## src/rtl/crc_scan_pkg.sv

```systemverilog
package crc_scan_pkg;

    localparam int ADDR_W = 32;
    localparam int DATA_W = 32;
    localparam int CNT_W  = 16;
    localparam int RIDX_W = 3;

    localparam logic [DATA_W-1:0] CRC_POLY = 32'hEDB88320;
    localparam logic [DATA_W-1:0] CRC_SEED = 32'hFFFFFFFF;

    localparam logic [ADDR_W-1:0] OFS_START  = 32'd0;
    localparam logic [ADDR_W-1:0] OFS_CTRL   = 32'd4;
    localparam logic [ADDR_W-1:0] OFS_RESULT = 32'd16;

    localparam logic [RIDX_W-1:0] RIDX_PTR   = 3'd0;
    localparam logic [RIDX_W-1:0] RIDX_MODE  = 3'd1;
    localparam logic [RIDX_W-1:0] RIDX_ARM   = 3'd2;
    localparam logic [RIDX_W-1:0] RIDX_CRC   = 3'd3;
    localparam logic [RIDX_W-1:0] RIDX_FLAGS = 3'd4;

    typedef enum logic [2:0] {
        ST_IDLE, ST_FETCH_ADDR, ST_FETCH_CTRL, ST_READ_DATA, ST_WRITE_RESULT, ST_DONE
    } scan_state_e;

    typedef enum logic [1:0] {
        UNIT_BYTE = 2'd0, UNIT_HALF = 2'd1, UNIT_WORD = 2'd2, UNIT_RSVD = 2'd3
    } unit_width_e;

    typedef struct packed {
        logic              irq_en;
        unit_width_e       width;
        logic [CNT_W-1:0]  count;
    } xfer_ctrl_t;

    function automatic xfer_ctrl_t decode_ctrl(input logic [DATA_W-1:0] w);
        xfer_ctrl_t c;
        c.count  = w[CNT_W-1:0];
        c.width  = (w[25:24] == 2'd3) ? UNIT_WORD : unit_width_e'(w[25:24]);
        c.irq_en = w[27];
        return c;
    endfunction

    function automatic logic [ADDR_W-1:0] unit_step(input unit_width_e w);
        case (w)
            UNIT_BYTE: return 32'd1;
            UNIT_HALF: return 32'd2;
            default:   return 32'd4;
        endcase
    endfunction

    function automatic logic [5:0] unit_bits(input unit_width_e w);
        case (w)
            UNIT_BYTE: return 6'd8;
            UNIT_HALF: return 6'd16;
            default:   return 6'd32;
        endcase
    endfunction

    function automatic logic [DATA_W-1:0] crc_feed(input logic [DATA_W-1:0] crc,
                                                   input logic [DATA_W-1:0] data,
                                                   input logic [5:0]        nbits);
        logic [DATA_W-1:0] c;
        c = crc;
        for (int i = 0; i < DATA_W; i++) begin
            if (i < int'(nbits)) begin
                if (c[0] ^ data[i]) c = (c >> 1) ^ CRC_POLY;
                else                c = c >> 1;
            end
        end
        return c;
    endfunction

endpackage

```

## src/rtl/crc_scan_regs.sv

```systemverilog
module crc_scan_regs
    import crc_scan_pkg::*;
(
    input  logic              clk,
    input  logic              rst,
    input  logic              reg_we,
    input  logic [RIDX_W-1:0] reg_addr,
    input  logic [DATA_W-1:0] reg_wdata,
    output logic [DATA_W-1:0] reg_rdata,
    input  logic [DATA_W-1:0] crc_value,
    input  logic              done_pulse,
    input  logic              irq_set,
    output logic [ADDR_W-1:0] desc_ptr,
    output logic              crc_en,
    output logic              dma_en,
    output logic              done_flag,
    output logic              irq_pend
);
    logic wr_ptr, wr_mode, wr_arm, wr_flags;

    always_comb begin
        wr_ptr   = reg_we && (reg_addr == RIDX_PTR);
        wr_mode  = reg_we && (reg_addr == RIDX_MODE);
        wr_arm   = reg_we && (reg_addr == RIDX_ARM);
        wr_flags = reg_we && (reg_addr == RIDX_FLAGS);
    end

    always_ff @(posedge clk) begin
        if (rst) begin
            desc_ptr  <= '0;
            crc_en    <= 1'b0;
            dma_en    <= 1'b0;
            done_flag <= 1'b0;
            irq_pend  <= 1'b0;
        end else begin
            if (wr_ptr)  desc_ptr <= reg_wdata;
            if (wr_mode) crc_en   <= reg_wdata[0];
            if (done_pulse)                           dma_en <= 1'b0;
            else if (wr_arm && reg_wdata[0] && crc_en) dma_en <= 1'b1;
            if (done_pulse)                    done_flag <= 1'b1;
            else if (wr_flags && reg_wdata[0]) done_flag <= 1'b0;
            if (irq_set)                       irq_pend <= 1'b1;
            else if (wr_flags && reg_wdata[1]) irq_pend <= 1'b0;
        end
    end

    always_comb begin
        case (reg_addr)
            RIDX_PTR:   reg_rdata = desc_ptr;
            RIDX_MODE:  reg_rdata = {31'd0, crc_en};
            RIDX_ARM:   reg_rdata = {31'd0, dma_en};
            RIDX_CRC:   reg_rdata = crc_value;
            RIDX_FLAGS: reg_rdata = {30'd0, irq_pend, done_flag};
            default:    reg_rdata = '0;
        endcase
    end
endmodule

```

## src/rtl/crc_scan_crc.sv

```systemverilog
module crc_scan_crc
    import crc_scan_pkg::*;
(
    input  logic              clk,
    input  logic              rst,
    input  logic              seed,
    input  logic              feed,
    input  logic [DATA_W-1:0] unit_data,
    input  logic [5:0]        nbits,
    output logic [DATA_W-1:0] crc
);
    always_ff @(posedge clk) begin
        if (rst)       crc <= '0;
        else if (seed) crc <= CRC_SEED;
        else if (feed) crc <= crc_feed(crc, unit_data, nbits);
    end
endmodule

```

## src/rtl/crc_scan_fsm.sv

```systemverilog
module crc_scan_fsm
    import crc_scan_pkg::*;
(
    input  logic              clk,
    input  logic              rst,
    input  logic              armed,
    input  logic [ADDR_W-1:0] desc_ptr,
    input  logic [DATA_W-1:0] crc_value,
    output logic              mem_req,
    output logic              mem_we,
    output logic [ADDR_W-1:0] mem_addr,
    output logic [1:0]        mem_size,
    output logic [DATA_W-1:0] mem_wdata,
    input  logic              mem_ready,
    input  logic [DATA_W-1:0] mem_rdata,
    output logic              crc_seed,
    output logic              crc_load,
    output logic [5:0]        crc_nbits,
    output logic              done_pulse,
    output logic              irq_set
);
    scan_state_e      state;
    xfer_ctrl_t       ctrl;
    logic [ADDR_W-1:0] cur_addr;
    logic [CNT_W-1:0]  remaining;
    logic              hs;

    always_comb begin
        mem_req   = (state == ST_FETCH_ADDR) || (state == ST_FETCH_CTRL) ||
                    (state == ST_READ_DATA)  || (state == ST_WRITE_RESULT);
        mem_we    = (state == ST_WRITE_RESULT);
        mem_wdata = crc_value;
        mem_size  = (state == ST_READ_DATA) ? ctrl.width : UNIT_WORD;
        case (state)
            ST_FETCH_ADDR:   mem_addr = desc_ptr + OFS_START;
            ST_FETCH_CTRL:   mem_addr = desc_ptr + OFS_CTRL;
            ST_READ_DATA:    mem_addr = cur_addr;
            ST_WRITE_RESULT: mem_addr = desc_ptr + OFS_RESULT;
            default:         mem_addr = '0;
        endcase
        hs         = mem_req && mem_ready;
        crc_seed   = (state == ST_IDLE) && armed;
        crc_load   = (state == ST_READ_DATA) && hs;
        crc_nbits  = unit_bits(ctrl.width);
        done_pulse = (state == ST_DONE);
        irq_set    = done_pulse && ctrl.irq_en;
    end

    always_ff @(posedge clk) begin
        if (rst) begin
            state     <= ST_IDLE;
            ctrl      <= '0;
            cur_addr  <= '0;
            remaining <= '0;
        end else begin
            case (state)
                ST_IDLE: if (armed) state <= ST_FETCH_ADDR;
                ST_FETCH_ADDR: if (hs) begin
                    cur_addr <= mem_rdata;
                    state    <= ST_FETCH_CTRL;
                end
                ST_FETCH_CTRL: if (hs) begin
                    ctrl      <= decode_ctrl(mem_rdata);
                    remaining <= mem_rdata[CNT_W-1:0];
                    state     <= (mem_rdata[CNT_W-1:0] == '0) ? ST_WRITE_RESULT : ST_READ_DATA;
                end
                ST_READ_DATA: if (hs) begin
                    cur_addr  <= cur_addr + unit_step(ctrl.width);
                    remaining <= remaining - 1'b1;
                    if (remaining == 16'd1) state <= ST_WRITE_RESULT;
                end
                ST_WRITE_RESULT: if (hs) state <= ST_DONE;
                ST_DONE: state <= ST_IDLE;
                default: state <= ST_IDLE;
            endcase
        end
    end
endmodule

```

## src/rtl/crc_scan_dma.sv

```systemverilog
module crc_scan_dma
    import crc_scan_pkg::*;
(
    input  logic              clk,
    input  logic              rst,
    input  logic              reg_we,
    input  logic [RIDX_W-1:0] reg_addr,
    input  logic [DATA_W-1:0] reg_wdata,
    output logic [DATA_W-1:0] reg_rdata,
    output logic              mem_req,
    output logic              mem_we,
    output logic [ADDR_W-1:0] mem_addr,
    output logic [1:0]        mem_size,
    output logic [DATA_W-1:0] mem_wdata,
    input  logic              mem_ready,
    input  logic [DATA_W-1:0] mem_rdata,
    output logic              irq
);
    logic [ADDR_W-1:0] desc_ptr;
    logic [DATA_W-1:0] crc_value;
    logic              crc_en, dma_en, done_flag, irq_pend;
    logic              done_pulse, irq_set, crc_seed, crc_load;
    logic [5:0]        crc_nbits;

    crc_scan_regs u_regs (
        .clk(clk), .rst(rst), .reg_we(reg_we), .reg_addr(reg_addr),
        .reg_wdata(reg_wdata), .reg_rdata(reg_rdata), .crc_value(crc_value),
        .done_pulse(done_pulse), .irq_set(irq_set), .desc_ptr(desc_ptr),
        .crc_en(crc_en), .dma_en(dma_en), .done_flag(done_flag), .irq_pend(irq_pend)
    );

    crc_scan_fsm u_fsm (
        .clk(clk), .rst(rst), .armed(dma_en), .desc_ptr(desc_ptr),
        .crc_value(crc_value), .mem_req(mem_req), .mem_we(mem_we),
        .mem_addr(mem_addr), .mem_size(mem_size), .mem_wdata(mem_wdata),
        .mem_ready(mem_ready), .mem_rdata(mem_rdata), .crc_seed(crc_seed),
        .crc_load(crc_load), .crc_nbits(crc_nbits), .done_pulse(done_pulse),
        .irq_set(irq_set)
    );

    crc_scan_crc u_crc (
        .clk(clk), .rst(rst), .seed(crc_seed), .feed(crc_load),
        .unit_data(mem_rdata), .nbits(crc_nbits), .crc(crc_value)
    );

    assign irq = irq_pend;
endmodule

```

## config.mk

```make
export PLATFORM = sky130hd
export DESIGN_NAME = crc_scan_dma
export DESIGN_NICKNAME = d
export VERILOG_FILES = /design/src/rtl/crc_scan_pkg.sv /design/src/rtl/crc_scan_regs.sv /design/src/rtl/crc_scan_crc.sv /design/src/rtl/crc_scan_fsm.sv /design/src/rtl/crc_scan_dma.sv
export SDC_FILE = /design/constraint.sdc
export NUM_CORES = 1
export LEC_CHECK = 0
export BUFFER_PORTS_ARGS = -buffer_cell sky130_fd_sc_hd__buf_2
export CAP_MARGIN = 20
export CELL_PAD_IN_SITES_DETAIL_PLACEMENT = 0
export CELL_PAD_IN_SITES_GLOBAL_PLACEMENT = 1
export CORE_UTILIZATION = 25
export CTS_CLUSTER_SIZE = 8
export DETAILED_ROUTE_END_ITERATION = 8
export MAX_ROUTING_LAYER = met4
export PLACE_DENSITY_LB_ADDON = 0.1
export SLEW_MARGIN = 20
export SYNTH_ARGS = -nofsm -noshare
export SYNTH_HDL_FRONTEND = slang
export SYNTH_SLANG_ARGS = --single-unit
export TNS_END_PERCENT = 5
```

## constraint.sdc

```tcl
create_clock -name clk -period 14.76 [get_ports clk]
set_clock_uncertainty 0.05 [all_clocks]
set_input_delay 1.476 -clock clk [delete_from_list [all_inputs] [get_ports clk]]
set_output_delay 1.476 -clock clk [all_outputs]
set_load 0.02 [all_outputs]
```

==> out/qor.yml <==
yosys:
  yosys.area.top_type: "dfxtp_1"
  netlist_area_sq_mm: 0.0133
  syn_area_per_cell_sq_um: 7.56
  yosys-top-cells-area: "dfxtp_1, xnor2_1, nand2_1"
  synth_nets: 1839
  synth_edf_count: 0
  yosys_warnings: 0
  synth_most_common_cell: "nand2_1"
  synthDistinctLibCells: 85
  async_flop_share_pct: 0
  ys.flop_type: "dfxtp_1"
  ys_seq_area_share_pct: 18.4
  syn_inst: 1759
  ys_ff_latch: 122
  yosys.area.top_type_share_pct: 18.4
  yosys-top-cells-count: "nand2_1, xnor2_1, nor2_1, a21oi_1, dfxtp_1"
grt:
  grt_pass1_vias: 12965
  antenna_found_initial: 2
  overflow: 0
  grt_start_max_net_pins: 74
  grt_pass1_wl_mm: 95.6
  gr-usage-all-layers_pct: 25.5
clocking:
  ctsResizeCount: 0
  clock-sinks: 122
  clock_latency_ps: 450
  cts_setup_buffers: 0
  htree_levels: 4
  cts_tree: "built"
  cts_made_buffers: 17
  clock-root-buffer: "clkbuf_16"
  cts.path.max_buffers: 2
  ctsHoldBuffers: 0
  cts.clk_slew.worst_paths_ps: 50
critical_path:
  crit_arrival_ps: 7600
  critPathRequiredTime_ps: 15030
  crit_fanout: 6
  worstSetupStartpointType: "input pin"
  path_class: "in -> reg"
  timing.rr.start: "u_crc.crc[5]"
  r2r_slack_ps: 7680
  rr_worst_depth: 16
  endpoint_kind: "flip-flop"
  r2r_end: "u_crc.crc[21]"
placement:
  gp_congestion: 0.897
  dp_slack_ps: 7010
  dp_hpwl_mm: 52.1
  numPortBuffers: 171
  post_dp_cell_area_sq_mm: 0.0147
status:
  status: "finished, final reports clean"
final_layout:
  nets: 1921
  fillers: 5836
  seq_area_sq_mm: 0.00244
  fin_area_sq_mm: 0.0153
  area_growth_pct: 14.9
  multi_input_area_sq_mm: 0.0103
  layout-drive-gt1-share_pct: 15.3
timing:
  setup_viol: 0
  rsz0062_at_grt: "false"
  final.setup.tns_ps: 0
  final-hold-violation-count: 0
  worst_slack_ps: 7440
  maxSlewViolCount: 0
  worst_slew_pin_slew_ps: 1090
  period_share_pct: 49.6
  whs_ps: 427
  max_freq_ghz: 0.137
  slew_headroom_pct: 26.9
  min_period_ps: 7320
worst_hold_path:
  hold_class: "reg -> reg"
  whs_path_depth: 2
  min_from: "u_fsm.ctrl[18]"
  min_to: "u_fsm.ctrl[18]"
route:
  routed-via-count: 13685
  drtAntennaViolNets: 0
  drt_iter0_drc: 1283
  via_per_inst: 5.38
  wire_per_inst_um: 26.5
  firstDrtPassIters: 6
  wl_mm: 67.3
  drc_errors: 0
power_and_ir_drop:
  vdd_ir_drop_max_uv: 78.3
  powerDensity_mw_per_mm2: 95.4
  p_leak_nw: 6.01
flow_run:
  cap_violations: 0
die:
  dieHeight_um: 233
  core_sq_mm: 0.0526
  pin_count: 172
  initial_core_util_pct: 25.3
  rows: 84
  die_x_um: 233
  die-area_sq_mm: 0.0542
## stage by stage
step	utilization (%)	total power (W)	std cells
6_report	29.1	0.00146	2542
4_1_cts	29.1	0.00146	2540
2_1_floorplan	-	0.000865	1759
5_1_grt	29.1	0.00153	2542
3_5_place_dp	28.1	0.00105	2510
3_3_place_gp	28.1	0.00106	2510
## report_power, final
part | switching [W] | total [W] | internal (W)
logic | 0.000399 | 0.000684 | 0.000285
registers | 0.0000241 | 0.000367 | 0.000343
clock network | 0.000171 | 0.000407 | 0.000236
total | 0.000594 | 0.00146 | 0.000864
## kinds of logic after synthesis
| logic type | count (synthesis) | synth area share (%) |
|---|---|---|
| AOI/OAI and AO/OA | 477 | 23.6 |
| xor gates and xnor gates | 337 | 28.4 |
| adders and majority gates | 9 | 0.903 |
| buffers and inverters | 156 | 4.50 |
| DFF | 122 | 18.4 |
| muxes | 31 | 2.52 |
| and+or+nand+nor | 627 | 21.7 |
## worst max path at each step
| stage | from | endpoint | slack [ps] | depth (start not counted) |
|---|---|---|---|---|
| finish | mem_rdata[5] | u_crc.crc[21] | 7440 | 17 |
| global route | mem_rdata[4] | u_crc.crc[21] | 7070 | 17 |
| CTS | mem_rdata[4] | u_crc.crc[21] | 7490 | 17 |
| detailed placement | mem_rdata[4] | u_crc.crc[21] | 7010 | 17 |
| global placement | mem_rdata[4] | u_crc.crc[21] | 7060 | 17 |
| floorplan | mem_rdata[5] | u_crc.crc[21] | 8190 | 18 |
## state kept, by name, indices dropped and copies added, names as in the netlist
| register | flops |
|---|---|
| u_regs.irq_pend | 1 |
| u_regs.dma_en | 1 |
| u_fsm.cur_addr | 32 |
| u_fsm.remaining | 16 |
| u_crc.crc | 32 |
| u_fsm.ctrl | 3 |
| u_regs.done_flag | 1 |
| u_regs.desc_ptr | 32 |
| u_regs.crc_en | 1 |
| u_fsm.state | 3 |
## layout by cell type, fill, tap and decap left out, drive strengths merged, types with 7 or more instances in the layout
cell and n:
a211oi 30, a21oi 139, a221o 9, a221oi 13, a22o 31, a22oi 23, a311oi 7, a31oi 16
and2 13, and3 28, buf 202, clkbuf 21, clkinv 7, dfxtp 122, ha 8, inv 16
mux2 7, mux2i 23, nand2 217, nand2b 11, nand3 45, nand4 20, nor2 189, nor2b 13
nor3 36, nor4 12, o21ai 108, o21bai 10, o221ai 8, o22ai 17, o31ai 11, or3 9
xnor2 205, xnor3 34, xor2 87, xor3 11
## cell type report
type                       count  area share, %
antenna                        2         0.0327
clock buffer                  21           3.01
clock inverter                 9          0.491
inverter                      17          0.417
multi-input combinational   1481           67.3
sequential                   122           16.0
tap                          688           5.63
timing repair buffer         202           7.14
## per-layer routing
metal | GRT usage (%) | vias up | part of all wire (%)
met5 | - | - | 0
met3 | 4.46 | 88 | 5.7
met4 | 8.82 | 0 | 3.1
met1 | 34.3 | 6727 | 47
li1 | - | 6426 | -
met2 | 38.0 | 444 | 44
## critical path, stage by stage
cell,delay [ps]
buf_2,190
xor2_2,490
xnor3_1,550
xor2_1,390
a221oi_1,150
or3_1,430
nor3_1,740
o221ai_1,450
mux2i_1,250
or2_1,360
or4_4,460
and3b_1,210
o31a_2,390
xnor2_4,180
xnor2_1,380
xnor2_1,130
a2111oi_1,380
Note: power is estimated with default switching activity, not from simulation.
